### src/rtl/swd_pkg.sv
// Package: shared types and address-layout constants for the slot window
// decoder. Assumes an 8-bit data bus and 256-byte per-slot I/O pages.
package swd_pkg;

    // Region an access to the card's own page falls into
    typedef enum logic [2:0] {
        RG_NONE,
        RG_ROM,
        RG_NVRAM,
        RG_DEV,
        RG_BANKREG,
        RG_MASKREG
    } region_e;

    localparam int unsigned PAGE_W     = 8;          // offset bits in a page
    localparam logic [7:0]  NVRAM_BASE = 8'hF0;      // first scratch RAM offset
    localparam logic [7:0]  REG_BASE   = 8'hF8;      // first register offset
    localparam logic [2:0]  BANK_IDX   = 3'd0;       // 0xF8 within register block
    localparam logic [2:0]  MASK_IDX   = 3'd4;       // 0xFC within register block

    // Classify an offset inside the own page
    function automatic region_e classify(input logic [7:0] off);
        region_e r;
        if (off < NVRAM_BASE)
            r = RG_ROM;
        else if (off < REG_BASE)
            r = RG_NVRAM;
        else if (off[2:0] == BANK_IDX)
            r = RG_BANKREG;
        else if (off[2:0] == MASK_IDX)
            r = RG_MASKREG;
        else
            r = RG_DEV;
        return r;
    endfunction

endpackage

### src/rtl/swd_region_decode.sv
// Module: swd_region_decode
// Splits the host address into page tag, slot and offset, tells whether the
// access hits the card's own page, and classifies the offset there.
// Assumes the I/O pages sit at the tag IO_TAG in the upper address bits.
module swd_region_decode
    import swd_pkg::*;
#(
    parameter int unsigned ADDR_W = 16,
    parameter int unsigned SLOT_W = 3,
    parameter logic [ADDR_W-PAGE_W-SLOT_W-1:0] IO_TAG = 5'b11000
) (
    input  logic [ADDR_W-1:0] addr,
    input  logic              valid,
    input  logic [SLOT_W-1:0] card_slot,
    output logic              in_io,
    output logic [SLOT_W-1:0] slot,
    output logic [7:0]        offset,
    output logic              own_hit,
    output region_e           region
);
    localparam int unsigned SLOT_LSB = PAGE_W;
    localparam int unsigned TAG_LSB  = PAGE_W + SLOT_W;

    // Field extraction and page compare
    always_comb begin
        offset  = addr[PAGE_W-1:0];
        slot    = addr[TAG_LSB-1:SLOT_LSB];
        in_io   = valid && (addr[ADDR_W-1:TAG_LSB] == IO_TAG);
        own_hit = in_io && (slot == card_slot);
    end

    // Offset classification, only inside the own page
    always_comb begin
        region = own_hit ? classify(offset) : RG_NONE;
    end

endmodule

### src/rtl/swd_bank_regs.sv
// Module: swd_bank_regs
// Holds the bank selector and the phantom-slot trap mask. Each loads on its
// write strobe at the clock edge. Unpacks the bank fields: ROM bank in
// bits 2:0, RAM bank MSB in bit 3 and RAM bank low bits in bits 7:4.
// Assumes strobes are already qualified by page, offset and direction.
module swd_bank_regs #(
    parameter int unsigned DATA_W     = 8,
    parameter int unsigned ROM_BANK_W = 3,
    parameter int unsigned RAM_BANK_W = 5
) (
    input  logic                  clk,
    input  logic                  rst_n,
    input  logic                  wr_bank,
    input  logic                  wr_mask,
    input  logic [DATA_W-1:0]     wdata,
    output logic [DATA_W-1:0]     bank_q,
    output logic [DATA_W-1:0]     mask_q,
    output logic [ROM_BANK_W-1:0] rom_bank,
    output logic [RAM_BANK_W-1:0] ram_bank
);
    localparam int unsigned RAM_LO_W = RAM_BANK_W - 1;
    localparam int unsigned HI_BIT   = ROM_BANK_W;   // bit 3 of the register

    // Bank selector register
    always_ff @(posedge clk) begin
        if (!rst_n)
            bank_q <= '0;
        else if (wr_bank)
            bank_q <= wdata;
    end

    // Trap mask register
    always_ff @(posedge clk) begin
        if (!rst_n)
            mask_q <= '0;
        else if (wr_mask)
            mask_q <= wdata;
    end

    // Field unpacking
    always_comb begin
        rom_bank = bank_q[ROM_BANK_W-1:0];
        ram_bank = {bank_q[HI_BIT], bank_q[DATA_W-1:DATA_W-RAM_LO_W]};
    end

endmodule

### src/rtl/swd_phantom_trap.sv
// Module: swd_phantom_trap
// Raises trap when the current I/O access addresses the page of a slot,
// other than slot 0 and the card's own slot, whose mask bit is set.
// Assumes one mask bit per slot, bit index equal to slot number.
module swd_phantom_trap #(
    parameter int unsigned SLOT_W = 3
) (
    input  logic                   in_io,
    input  logic [SLOT_W-1:0]      slot,
    input  logic [SLOT_W-1:0]      card_slot,
    input  logic [(1<<SLOT_W)-1:0] mask,
    output logic                   trap
);
    localparam int unsigned NSLOT = 1 << SLOT_W;

    logic [NSLOT-1:0] hit;

    assign hit[0] = 1'b0;   // slot 0 is never trapped

    for (genvar s = 1; s < NSLOT; s++) begin : g_slot
        // Per-slot trap condition
        assign hit[s] = mask[s] && (slot == SLOT_W'(s)) && (card_slot != SLOT_W'(s));
    end

    // Combine per-slot hits for the current access
    always_comb begin
        trap = in_io && (|hit);
    end

endmodule

### src/rtl/slot_window_decoder.sv
// Module: slot_window_decoder (top)
// Decodes the card's 256-byte slot page into ROM, scratch RAM, device and
// internal register accesses. Drives the shared inhibit line for accesses
// to trapped slots. Enables and inhibit are combinational; register writes
// land at the next clock edge. Assumes card_slot is 1..7 and static.
module slot_window_decoder
    import swd_pkg::*;
#(
    parameter int unsigned ADDR_W     = 16,
    parameter int unsigned DATA_W     = 8,
    parameter int unsigned SLOT_W     = 3,
    parameter int unsigned ROM_BANK_W = 3,
    parameter int unsigned RAM_BANK_W = 5,
    parameter int unsigned RAM_OFF_W  = 3
) (
    input  logic                             clk,
    input  logic                             rst_n,
    input  logic [SLOT_W-1:0]                card_slot,
    input  logic                             bus_valid,
    input  logic [ADDR_W-1:0]                bus_addr,
    input  logic                             bus_rw,
    input  logic [DATA_W-1:0]                bus_wdata,
    output logic                             rom_ce,
    output logic [ROM_BANK_W+PAGE_W-1:0]     rom_addr,
    output logic                             nvram_ce,
    output logic [RAM_BANK_W+RAM_OFF_W-1:0]  nvram_addr,
    output logic                             dev_ce,
    output logic [2:0]                       dev_sel,
    output logic                             reg_oe,
    output logic [DATA_W-1:0]                rd_data,
    output logic                             inhibit_n
);
    logic                  in_io;
    logic [SLOT_W-1:0]     slot;
    logic [7:0]            offset;
    logic                  own_hit;
    region_e               region;
    logic                  wr_bank;
    logic                  wr_mask;
    logic [DATA_W-1:0]     bank_q;
    logic [DATA_W-1:0]     mask_q;
    logic [ROM_BANK_W-1:0] rom_bank;
    logic [RAM_BANK_W-1:0] ram_bank;
    logic                  trap;

    swd_region_decode #(
        .ADDR_W (ADDR_W),
        .SLOT_W (SLOT_W)
    ) u_decode (
        .addr      (bus_addr),
        .valid     (bus_valid),
        .card_slot (card_slot),
        .in_io     (in_io),
        .slot      (slot),
        .offset    (offset),
        .own_hit   (own_hit),
        .region    (region)
    );

    // Register write strobes
    always_comb begin
        wr_bank = (region == RG_BANKREG) && !bus_rw;
        wr_mask = (region == RG_MASKREG) && !bus_rw;
    end

    swd_bank_regs #(
        .DATA_W     (DATA_W),
        .ROM_BANK_W (ROM_BANK_W),
        .RAM_BANK_W (RAM_BANK_W)
    ) u_regs (
        .clk      (clk),
        .rst_n    (rst_n),
        .wr_bank  (wr_bank),
        .wr_mask  (wr_mask),
        .wdata    (bus_wdata),
        .bank_q   (bank_q),
        .mask_q   (mask_q),
        .rom_bank (rom_bank),
        .ram_bank (ram_bank)
    );

    swd_phantom_trap #(
        .SLOT_W (SLOT_W)
    ) u_trap (
        .in_io     (in_io),
        .slot      (slot),
        .card_slot (card_slot),
        .mask      (mask_q),
        .trap      (trap)
    );

    // Chip enables and resource addresses
    always_comb begin
        rom_ce     = (region == RG_ROM);
        nvram_ce   = (region == RG_NVRAM);
        dev_ce     = (region == RG_DEV);
        reg_oe     = bus_rw && ((region == RG_BANKREG) || (region == RG_MASKREG));
        rom_addr   = {rom_bank, offset};
        nvram_addr = {ram_bank, offset[RAM_OFF_W-1:0]};
        dev_sel    = offset[2:0];
    end

    // Internal register read mux
    always_comb begin
        if (!reg_oe)
            rd_data = '0;
        else if (region == RG_MASKREG)
            rd_data = mask_q;
        else
            rd_data = bank_q;
    end

    // Shared inhibit line, active low
    always_comb begin
        inhibit_n = !trap;
    end

endmodule

### config.mk
export PLATFORM = sky130hd
export DESIGN_NAME = slot_window_decoder
export DESIGN_NICKNAME = d
export VERILOG_FILES = /design/src/rtl/swd_pkg.sv /design/src/rtl/swd_region_decode.sv /design/src/rtl/swd_bank_regs.sv /design/src/rtl/swd_phantom_trap.sv /design/src/rtl/slot_window_decoder.sv
export SDC_FILE = /design/constraint.sdc
export NUM_CORES = 1
export LEC_CHECK = 0
export ABC_AREA = 1
export BUFFER_PORTS_ARGS = -buffer_cell sky130_fd_sc_hd__buf_2
export CORE_ASPECT_RATIO = 0.5
export CORE_MARGIN = 10
export CORE_UTILIZATION = 30
export DETAILED_ROUTE_END_ITERATION = 6
export GPL_TIMING_DRIVEN = 0
export SLEW_MARGIN = 20
export SYNTH_ARGS = -nofsm -noshare
export SYNTH_HDL_FRONTEND = slang
export SYNTH_SLANG_ARGS = --single-unit
### constraint.sdc
create_clock -name clk -period 4.05 [get_ports clk]
set_clock_uncertainty 0.05 [all_clocks]
set_input_delay 0.81 -clock clk [delete_from_list [all_inputs] [get_ports clk]]
set_output_delay 0.81 -clock clk [all_outputs]
set_load 0.005 [all_outputs]
; ---- Yosys cells after proc, flatten, opt, wreduce, memory -nomap -nowiden
; Index checks and enable logic that the tools add are counted.
[totals]
output_inout_bits = 35
regBits = 16
word_cells = 58
[op_classes]
eq_ne = 22
n_reduce_logical = 25
muxes = 7
magnitude_cmp = 2
[op_table]
columns = cell, count
row1 = equality test 3 bit (second input constant), 7
row2 = logical AND 1 bit, 20
row3 = less-than comparator 8 bit (second input constant), 2
row4 = 2-to-1 mux 8 bit, 2
row5 = 2-to-1 mux 3 bit, 5
row6 = equality test 3 x 2 -> 1 bit (second input constant), 4
row7 = != test 3 bit (second input constant), 4
row8 = OR reduction 7 bit, 1
row9 = equality test 3 x 1 -> 1 bit (second input constant), 2
row10 = != test 3 x 2 -> 1 bit (second input constant), 2
row11 = equality test 5 bit (second input constant), 1
row12 = equality test 3 bit, 1
row13 = logical NOT 3 bit, 1
row14 = != test 3 x 1 -> 1 bit (second input constant), 1
row15 = logical NOT 1 bit, 2
row16 = logical OR 1 bit, 1

; ---- Longest topological paths before layout
[logic_depth]
depth_word = 10
mapped_depth = 11
mapped_depth_nobuf = 11

; ---- Modules after synthesis
; From an unflattened synthesis, not the netlist that was laid out.
[unflattened]
hier_cells = 255
area_unflattened_um2 = 1451.4
[by_module_without_submodules]
columns = module, area_per_inst_um2, seq_area_each_um2, instances, cells_per_inst
row1 = swd_bank_regs, 735.7, 320.3, 1, 102
row2 = slot_window_decoder, 286.5, 0.0, 1, 61
row3 = swd_region_decode, 236.5, 0.0, 1, 45
row4 = swd_phantom_trap, 192.7, 0.0, 1, 47

; ---- Worst setup path before layout
; OpenSTA, ideal clock, no wires.
[synth_path]
kind = input to output
from = input port card_slot[2]
to = output port rd_data[0]
t_arrival_ns = 1.787
stages = 8
slack_ns = 1.403
required_time_ns = 3.190
path_cell_list = clkbuf_2 xnor2_1 nand2_2 nor2_4 nand2_4 nor2_4 o21ai_0 nor2_1
[synth_via]
elab_chain_len = 7
word_cells_on_any_way = 9
[synth_lines]
columns = item, line
row1 = start: declaration, slot_window_decoder.sv:18  ; input logic [SLOT_W-1:0] card_slot,
row2 = equality test 3 bit *, swd_region_decode.sv:29  ; own_hit = in_io && (slot == card_slot);
row3 = logical AND 1 bit *, swd_region_decode.sv:29
row4 = 2-to-1 mux 3 bit *, swd_region_decode.sv:34  ; region = own_hit ? classify(offset) : RG_NONE;
row5 = equality test 3 bit, slot_window_decoder.sv:97  ; reg_oe = bus_rw && ((region == RG_BANKREG) || (region == RG_MASKREG));
row6 = logical OR 1 bit *, slot_window_decoder.sv:97
row7 = logical AND 1 bit *, slot_window_decoder.sv:97
row8 = via reg_oe, slot_window_decoder.sv:29  ; output logic reg_oe,
row9 = 2-to-1 mux 8 bit *, slot_window_decoder.sv:105  ; if (!reg_oe)
row10 = end: declaration, slot_window_decoder.sv:30  ; output logic [DATA_W-1:0] rd_data,
; Mark *: on every way through the listed nets, which the timed path passes. The rest lies on a longest branch.

; ---- Worst setup path after layout
[layout_path]
from = input port bus_addr[1]
to = output port rd_data[2]
[layout_via]
elab_chain_len = 10
word_cells_on_any_way = 15
[layout_lines]
columns = item, line
row1 = start: declaration, slot_window_decoder.sv:20  ; input logic [ADDR_W-1:0] bus_addr,
row2 = branches (longest 4 deep; another with less-than comparator 8 bit), n/a
row3 = 2-to-1 mux 3 bit *, swd_pkg.sv:24  ; if (off < NVRAM_BASE)
row4 = 2-to-1 mux 3 bit *, swd_region_decode.sv:34
row5 = "equality test 3 bit, on equally long branches", "slot_window_decoder.sv:97, slot_window_decoder.sv:107"
row6 = logical OR 1 bit, slot_window_decoder.sv:97
row7 = logical AND 1 bit, slot_window_decoder.sv:97
row8 = 2-to-1 mux 8 bit *, slot_window_decoder.sv:105
; Every way passes the cells marked *.

==> impl_metrics.py <==
metrics = {
    "status": {
        "outcome": "completed",
    },
    "worst_setup_path": {
        "setup.worst_path.class": "in2out",
        "crit_required_ps": 3190,
        "r2r_slack_ps": 3360,
        "crit_start": "bus_addr[1]",
        "setup.worst_path.end_class": "output port",
        "arrival_ps": 2170,
        "cp_max_fo": 9,
        "endpoint": "rd_data[2]",
        "crit-reg2reg-capture": "u_regs.bank_q[5]",
        "crit_path_start_kind": "primary input",
        "r2r-start": "u_regs.bank_q[5]",
        "rr_worst_depth": 2,
    },
    "synthesis": {
        "ys.flop_type": "dfxtp_1",
        "syn-num-nets": 232,
        "yosys.area.top_type": "dfxtp_1",
        "syn_inst": 201,
        "synth.top_cells.by_count": "nor2_1, inv_1, nand2_1",
        "seq_area_frac_synth_pct": 25.9,
        "synth_top_area_share_pct": 25.9,
        "ys_ff_latch": 16,
        "synthTopCellsByArea": "dfxtp_1, nor2_1, buf_4, inv_1, nand2_1",
        "synthArstFlopShare_pct": 0,
        "syn-cell-area_mm2": 0.00123,
        "ys_types": 28,
        "synth_edf_count": 0,
        "synth_most_common_cell": "nor2_1",
        "synth_warnings": 0,
        "avgSynthCellArea_um2": 6.14,
    },
    "route": {
        "wl_per_cell_um": 11.9,
        "top_layer": "met3",
        "drtPass1Iterations": 5,
        "drc": 0,
        "dr.first_iter.drc_count": 65,
        "routed_wl_um": 3840,
        "vias_per_cell": 4.30,
        "dr_wl_met2_um": 1680,
        "vias": 1384,
        "dr_wl_met3_um": 204,
        "wl_met1_um": 1950,
        "ant_nets": 0,
    },
    "run": {
        "cap_violations": 0,
    },
    "sta": {
        "rsz0062_at_grt": "no",
        "drv_slew": 0,
        "fmax_mhz": 330,
        "fin_crit_sh_pct": 74.8,
        "fin_ws_ps": 1020,
        "setup_viol": 0,
        "worst_pin_slew_ps": 455,
        "fin_crit_ps": 3030,
        "max_slew_margin_pct": 69.6,
        "hold_violations": 0,
        "finalSetupTns_ps": 0,
    },
    "cts": {
        "cts_hold_buf": 0,
        "cts_tree": "done",
        "cts-root-buf": "clkbuf_8",
        "cts_sinks": 16,
        "htree_levels": 1,
        "clk_pin_slew_ps": 60,
        "cts_buffers": 3,
        "cts_setup_buffers": 0,
        "cts_resized": 0,
        "clk_path_buf_depth": 2,
        "clock_latency_ps": 240,
    },
    "global_routing": {
        "grt_pass1_wl_um": 6510,
        "grt_pass1_vias": 1371,
        "grt.total_usage_pct": 10.3,
        "grt_max_degree": 11,
        "grt_antenna_before_repair": 0,
        "grt.overflow.total": 0,
    },
    "floorplan": {
        "coreArea_mm2": 0.00392,
        "die_y_um": 65.4,
        "initial_core_util_pct": 31.5,
        "die_area_mm2": 0.00724,
        "die_w_um": 111,
        "ios": 66,
        "row_count": 16,
    },
    "power_and_ir_drop": {
        "p_per_area_mw_per_mm2": 204,
        "p_leak_nw": 0.959,
        "peakVddDrop_v": 0.000149,
    },
    "finish": {
        "final_cell_area_mm2": 0.00166,
        "fin_cells": 322,
        "syn2layout_area_growth_pct": 34.8,
        "drive_above_1_share_pct": 35.1,
        "n_fill_cell": 442,
        "utilization_pct": 42.4,
        "antenna_cells": 0,
        "nets": 301,
    },
    "placed_design": {
        "portBuffers": 64,
        "placed_cell_area_mm2": 0.00162,
        "dpl.hpwl_um": 3340,
        "place_ws_ps": 1030,
        "globalplace.congestion": 0.781,
        "dp.cells": 319,
    },
    "hold_path": {
        "hold_path.class": "reg2reg",
        "hold_depth": 2,
    },
}
## stage by stage
step / hold WS, ps / total power (W)
after floorplan: 406 / 0.000198
after global placement: 424 / 0.000230
after detailed placement: 433 / 0.000231
after CTS: 442 / 0.000343
after global routing: 481 / 0.000360
final: 443 / 0.000340
## report_power, final
group / internal [W] / leakage [nW] / switching, W
Clock: 0.0000658 / 0.0216 / 0.0000474
Combinational: 0.0000323 / 0.808 / 0.0000371
Sequential: 0.000157 / 0.129 / 0.00000000106
Total: 0.000256 / 0.959 / 0.0000845
## layout make-up
class | count | area [µm²] | area share [%]
Multi-Input combinational cell | 141 | 694 | 41.7
Sequential cell | 16 | 320 | 19.2
Timing Repair Buffer | 64 | 320 | 19.2
Buffer | 17 | 119 | 7.14
Inverter | 27 | 101 | 6.09
Tap cell | 54 | 67.6 | 4.06
Clock buffer | 3 | 41.3 | 2.48
## cell usage in the layout (no fill, tap or decap), types with 11 or more instances in the layout
cell / instances
nand2_1: 24
dfxtp_1: 16
inv_1: 24
o21ai_0: 17
buf_2: 65
nor2_1: 57
nand3_1: 13
nand4_1: 11
buf_4: 14
## worst min path at each step
| stage | to | slack [ps] | from |
|---|---|---|---|
| 3_3_place_gp | u_regs.mask_q[0] | 420 | u_regs.mask_q[0] |
| 6_report | u_regs.mask_q[0] | 440 | u_regs.mask_q[0] |
| 3_5_place_dp | u_regs.mask_q[0] | 430 | u_regs.mask_q[0] |
| 2_1_floorplan | u_regs.mask_q[0] | 410 | u_regs.mask_q[0] |
| 5_1_grt | u_regs.mask_q[3] | 480 | u_regs.mask_q[3] |
| 4_1_cts | u_regs.mask_q[0] | 440 | u_regs.mask_q[0] |
## worst max-delay path, cell delays in order
cell	delay, ps
buf_2	120
inv_1	80
nand3b_1	90
a21oi_1	290
inv_1	240
nand3_4	210
nor2_1	60
nor2_1	130
buf_2	140
## cells by family after synthesis
family | synth area share, %
flops | 25.9
xor+xnor | 1.42
buf+inv | 17.8
compound gates | 10.1
simple gates | 44.7
## flip-flops by register name, summed over array words and instances (netlist names)
| name | flops |
|---|---|
| u_regs.bank_q | 8 |
| u_regs.mask_q | 8 |
## routing by layer
metal,GRT usage [%],vias up
met5,0,-
met4,1.45,0
met3,2.90,0
met2,16.7,38
met1,13.7,585
li1,-,761
No activity file was read; power rests on OpenSTA's default activity.
